<file path="src/rtl/bpt_pkg.sv">
package bpt_pkg;

  typedef enum logic [1:0] {
    PS_IDLE  = 2'd0,
    PS_READY = 2'd1,
    PS_WAIT  = 2'd2
  } pace_state_e;

  // divide ratio: each select step multiplies the divisor by 2**step_log2
  function automatic int unsigned div_ratio(input int unsigned sel,
                                            input int unsigned step_log2);
    return 32'd1 << (sel * step_log2);
  endfunction

  // width of a counter that must reach the largest divisor minus one
  function automatic int unsigned pre_width(input int unsigned sel_w,
                                            input int unsigned step_log2);
    int unsigned w;
    w = step_log2 * ((32'd1 << sel_w) - 1);
    return (w == 0) ? 1 : w;
  endfunction

endpackage

</file>
<file path="src/rtl/bpt_prescaler.sv">
module bpt_prescaler
  import bpt_pkg::*;
#(
  parameter int unsigned SEL_W     = 2,
  parameter int unsigned STEP_LOG2 = 2
) (
  input  logic             clk,
  input  logic             rst_n,
  input  logic             restart,
  input  logic             run,
  input  logic [SEL_W-1:0] sel_in,
  output logic             tick
);
  localparam int unsigned PRE_W = pre_width(SEL_W, STEP_LOG2);

  logic [SEL_W-1:0] sel_q;
  logic [PRE_W-1:0] cnt_q;
  logic [PRE_W-1:0] term;

  always_comb begin
    term = PRE_W'(div_ratio(int'(sel_q), STEP_LOG2) - 1);
    tick = run && (cnt_q == term);
  end

  always_ff @(posedge clk) begin
    if (!rst_n) begin
      cnt_q <= '0;
      sel_q <= '0;
    end else if (restart) begin
      cnt_q <= '0;
      sel_q <= sel_in;
    end else if (run) begin
      cnt_q <= tick ? '0 : cnt_q + 1'b1;
    end else begin
      cnt_q <= '0;
    end
  end
endmodule

</file>
<file path="src/rtl/bpt_interval_cnt.sv">
module bpt_interval_cnt #(
  parameter int unsigned CNT_W = 16
) (
  input  logic             clk,
  input  logic             rst_n,
  input  logic             clear,
  input  logic             load,
  input  logic [CNT_W-1:0] load_val,
  input  logic             step,
  output logic             expire
);
  logic [CNT_W-1:0] rem_q;
  localparam logic [CNT_W-1:0] LAST = CNT_W'(1);

  assign expire = step && (rem_q == LAST);

  always_ff @(posedge clk) begin
    if (!rst_n)      rem_q <= '0;
    else if (clear)  rem_q <= '0;
    else if (load)   rem_q <= load_val;
    else if (step)   rem_q <= rem_q - 1'b1;
  end
endmodule

</file>
<file path="src/rtl/bpt_pace_ctrl.sv">
module bpt_pace_ctrl
  import bpt_pkg::*;
(
  input  logic clk,
  input  logic rst_n,
  input  logic active,
  input  logic done,
  input  logic interval_zero,
  input  logic expire,
  output logic ready,
  output logic waiting
);
  pace_state_e state_q, state_d;

  always_comb begin
    state_d = state_q;
    if (!active)            state_d = PS_IDLE;
    else if (done)          state_d = interval_zero ? PS_READY : PS_WAIT;
    else begin
      unique case (state_q)
        PS_IDLE:  state_d = PS_READY;
        PS_WAIT:  state_d = expire ? PS_READY : PS_WAIT;
        default:  state_d = state_q;
      endcase
    end
  end

  always_ff @(posedge clk) begin
    if (!rst_n) state_q <= PS_IDLE;
    else        state_q <= state_d;
  end

  assign ready   = (state_q == PS_READY);
  assign waiting = (state_q == PS_WAIT);
endmodule

</file>
<file path="src/rtl/bpt_block_pacer.sv">
module bpt_block_pacer #(
  parameter int unsigned CNT_W     = 16,
  parameter int unsigned SEL_W     = 2,
  parameter int unsigned STEP_LOG2 = 2
) (
  input  logic             clk,
  input  logic             rst_n,
  input  logic             chan_active,
  input  logic             block_done,
  input  logic [CNT_W-1:0] interval,
  input  logic [SEL_W-1:0] prescale_sel,
  output logic             block_ready
);
  logic restart;
  logic waiting;
  logic run;
  logic pre_tick;
  logic expire;
  logic interval_zero;

  assign restart       = chan_active && block_done;
  assign run           = waiting && chan_active && !block_done;
  assign interval_zero = (interval == '0);

  bpt_prescaler #(.SEL_W(SEL_W), .STEP_LOG2(STEP_LOG2)) u_pre (
    .clk    (clk),
    .rst_n  (rst_n),
    .restart(restart),
    .run    (run),
    .sel_in (prescale_sel),
    .tick   (pre_tick)
  );

  bpt_interval_cnt #(.CNT_W(CNT_W)) u_cnt (
    .clk     (clk),
    .rst_n   (rst_n),
    .clear   (!chan_active),
    .load    (restart),
    .load_val(interval),
    .step    (pre_tick),
    .expire  (expire)
  );

  bpt_pace_ctrl u_ctrl (
    .clk          (clk),
    .rst_n        (rst_n),
    .active       (chan_active),
    .done         (block_done),
    .interval_zero(interval_zero),
    .expire       (expire),
    .ready        (block_ready),
    .waiting      (waiting)
  );
endmodule

</file>
<file path="config.mk">
export PLATFORM = sky130hd
export DESIGN_NAME = bpt_block_pacer
export DESIGN_NICKNAME = d
export VERILOG_FILES = /design/src/rtl/bpt_pkg.sv /design/src/rtl/bpt_prescaler.sv /design/src/rtl/bpt_interval_cnt.sv /design/src/rtl/bpt_pace_ctrl.sv /design/src/rtl/bpt_block_pacer.sv
export SDC_FILE = /design/constraint.sdc
export NUM_CORES = 1
export LEC_CHECK = 0
export BUFFER_PORTS_ARGS = -buffer_cell sky130_fd_sc_hd__buf_4
export CORE_ASPECT_RATIO = 0.6
export CORE_UTILIZATION = 45
export DETAILED_ROUTE_END_ITERATION = 12
export HOLD_SLACK_MARGIN = 0.15
export PLACE_DENSITY = 0.68
export SETUP_SLACK_MARGIN = 0.2
export SYNTH_ARGS = -nofsm -noshare
export SYNTH_HDL_FRONTEND = slang
export SYNTH_SLANG_ARGS = --single-unit
</file>
<file path="constraint.sdc">
create_clock -name clk -period 1.8 [get_ports clk]
set_input_delay 0.09 -clock clk [delete_from_list [all_inputs] [get_ports clk]]
set_output_delay 0.09 -clock clk [all_outputs]
set_load 0.01 [all_outputs]
</file>
==> impl_metrics.ini <==
[place]
gp_congestion = 0.8882
place.port_buffers = 22
dp_hpwl_um = 3482

[clocking]
numCtsBuffers = 3
clock_sinks = 26
htreeDepth = 1
clock_latency_ps = 280
cts_tree = done
clockBufferDepth = 2
cts.clk_slew.worst_paths_ps = 100
cts-root-buf = clkbuf_8

[finish]
area_delta_synth_final_pct = 60.32
final_util_pct = 76.82
final_common_cell = buf_4
drive_above_1_share_pct = 48.45
fin_nets = 284
layout_common_cells = buf_4, nand2_1, dfxtp_1, dlygate4sd3_1, a21oi_1
antennaDiodeCount = 0

[timing]
tightest_slew_ps = 664.0
period_share_pct = 99.86
max_clock_freq_ghz = 0.5563
relSlewSlack_pct = 55.71
setup_violations = 0
rsz0062_at_grt = yes
finalHoldViolations = 0
finalCriticalPeriod_ps = 1798
slew_violations = 0
setup_tns_ps = 0
finClkSkew_ps = 3.937

[worst_setup_path]
arrival_ps = 1970
cp-end-kind = flop
startpoint_type = flop
cp_slowest_cell = or4_4
crit_required_ps = 1970
path_max_fanout = 4
timing.rr.start = u_cnt.rem_q[8]
cpPeakStageDelay_ps = 580
path_cells = or4_4 > or3_4 > a2111oi_4 > xnor2_1 > a21oi_1
crit_type = flop to flop
crit_path_start = u_cnt.rem_q[8]

[hold_path]
min_from = interval[15]
min_path_type = primary input to flop

[route]
routedWlPerCell_um = 17.74
drt-total-wl_um = 5376
drt_first_pass_iters = 4
drt_iter0_drc = 153
ant_nets = 0
vias = 1779
viasPerCell = 5.871
drc_errors = 0

[yosys]
synth_edf_count = 0
synth_ff_type = dfxtp_1
ys_ff_latch = 26
ys_types = 53
syn-mean-instance-area_um2 = 8.374
synth_area_um2 = 1583
synth_seq_area_share_pct = 32.89
synthesis.nets = 214
synthCells = 189
async_flop_share_pct = 0
synth_warnings = 0

[global_route]
grt_pass1_wl_um = 7803
use_met3_pct = 8.952
use_met2_pct = 47.48
antenna_found_initial = 0
grt_pass1_vias = 1613
grt_overflow = 0
grt.total_usage_pct = 28.75
met1_usage_pct = 37.20
grt_max_degree = 18
grt_busiest_layer = met2

[power_and_ir_drop]
pwr-share-clk_pct = 29.2
seqPwrFrac_pct = 44.1
combPwrFrac_pct = 26.7
peakVddDrop_v = 0.0004092
swShare_pct = 28.74
power_switching_uw = 390.8
finalPower_uw = 1360
cellPowerDensity_nw_per_um2 = 535.8
leakage_uw = 0.001019
internal_power_uw = 968.8

[floorplanning]
start_util_pct = 47.92
rows = 16
die_area_um2 = 3766
chipWidth_um = 78.57
core_area_um2 = 3303
die_h_um = 47.94
num_io_pins = 23

[outcome]
status = complete, no violations

[run]
drv_cap = 0
[state kept, by name (all words and copies together) (netlist names)]
signal	count
u_ctrl.state_q	2
u_pre.sel_q	2
u_pre.cnt_q	6
u_cnt.rem_q	16
[layer usage]
| layer | up-vias | wire [um] |
|---|---|---|
| met5 | - | 0 |
| met4 | 0 | 69 |
| met3 | 11 | 553 |
| met2 | 84 | 2458 |
| met1 | 847 | 2295 |
| li1 | 837 | - |
[cell families after synthesis]
kind of cell / after synthesis / share of synthesized area [%]
compound gates: 55 / 26.80
xor+xnor: 8 / 4.426
fa+ha+maj: 3 / 2.372
buf+inv: 15 / 5.296
flops: 26 / 32.89
mux: 2 / 1.423
simple gates: 80 / 26.80
[cells in the mapped netlist, drive strengths merged, types with 3 or more instances]
library cell	number	area, um^2
a2111oi	3	47.55
a211oi	3	32.53
a21oi	15	75.07
a22oi	4	43.79
a31oi	5	31.28
a32oi	3	26.28
and2	3	20.03
buf	4	32.53
clkbuf	4	25.02
dfxtp	26	520.5
ha	3	37.54
inv	7	26.28
nand2	25	93.84
nand3	9	45.04
nand4	3	18.77
nor2	9	33.78
nor3	10	55.05
nor4	5	31.28
o211ai	3	36.28
o21ai	7	35.03
or3	5	36.28
xnor2	4	35.03
xor2	4	35.03
[critical path, delay by kind of cell (launching register included)]
kind | cells | cell delay [ps]
AO/OA/AOI/OAI | 2 | 280
AND/OR/NAND/NOR | 2 | 940
flip-flops | 1 | 330
XOR/XNOR | 1 | 150
[power groups by stage]
stage          clock [uW]  sequential, uW  combinational, uW
3_5_place_dp            0             617                263
6_report              397             599                364
4_1_cts               404             601                318
5_1_grt               433             601                388
3_3_place_gp            0             616                257
2_1_floorplan           0             617                140
[final cells by class]
cell class	count	area, um^2
fillers	214	765.7
flip-flops and latches	26	551.8
clock buffers	4	55.05
well taps	45	56.30
multi-input cells	148	1227
repair buffers	73	618.1
inverters	7	28.78
[path summary, 6_finish.rpt]
kind | to | cells after the start | slack [ps]
setup / recovery | u_cnt.rem_q[13] | 5 | 2
hold / removal | u_cnt.rem_q[15] | 3 | 140
setup reg to reg | u_cnt.rem_q[13] | 5 | 2
hold reg to reg | u_ctrl.state_q[0] | 1 | 540
[stage by stage]
stage	instance area, um^2	std cells	hold WS [ps]	setup slack, ps
after detailed placement	1988	278	366.2	-19.04
after global routing	2537	303	158.9	-29.88
after CTS	2387	301	152.4	15.80
after floorplan	1608	189	227.3	66.95
final	2537	303	138.0	2.467
after global placement	1988	278	349.7	11.09
[what timing repair did]
item | CTS | global route
endpoints found under the hold margin | 12 | 0
gates resized for setup | 41 | 34
hold buffers | 13 | 0
setup endpoints to repair | 24 | 24
buffers inserted | 6 | 2
pin swaps | 18 | 17
No activity file was read; power rests on OpenSTA's default activity.
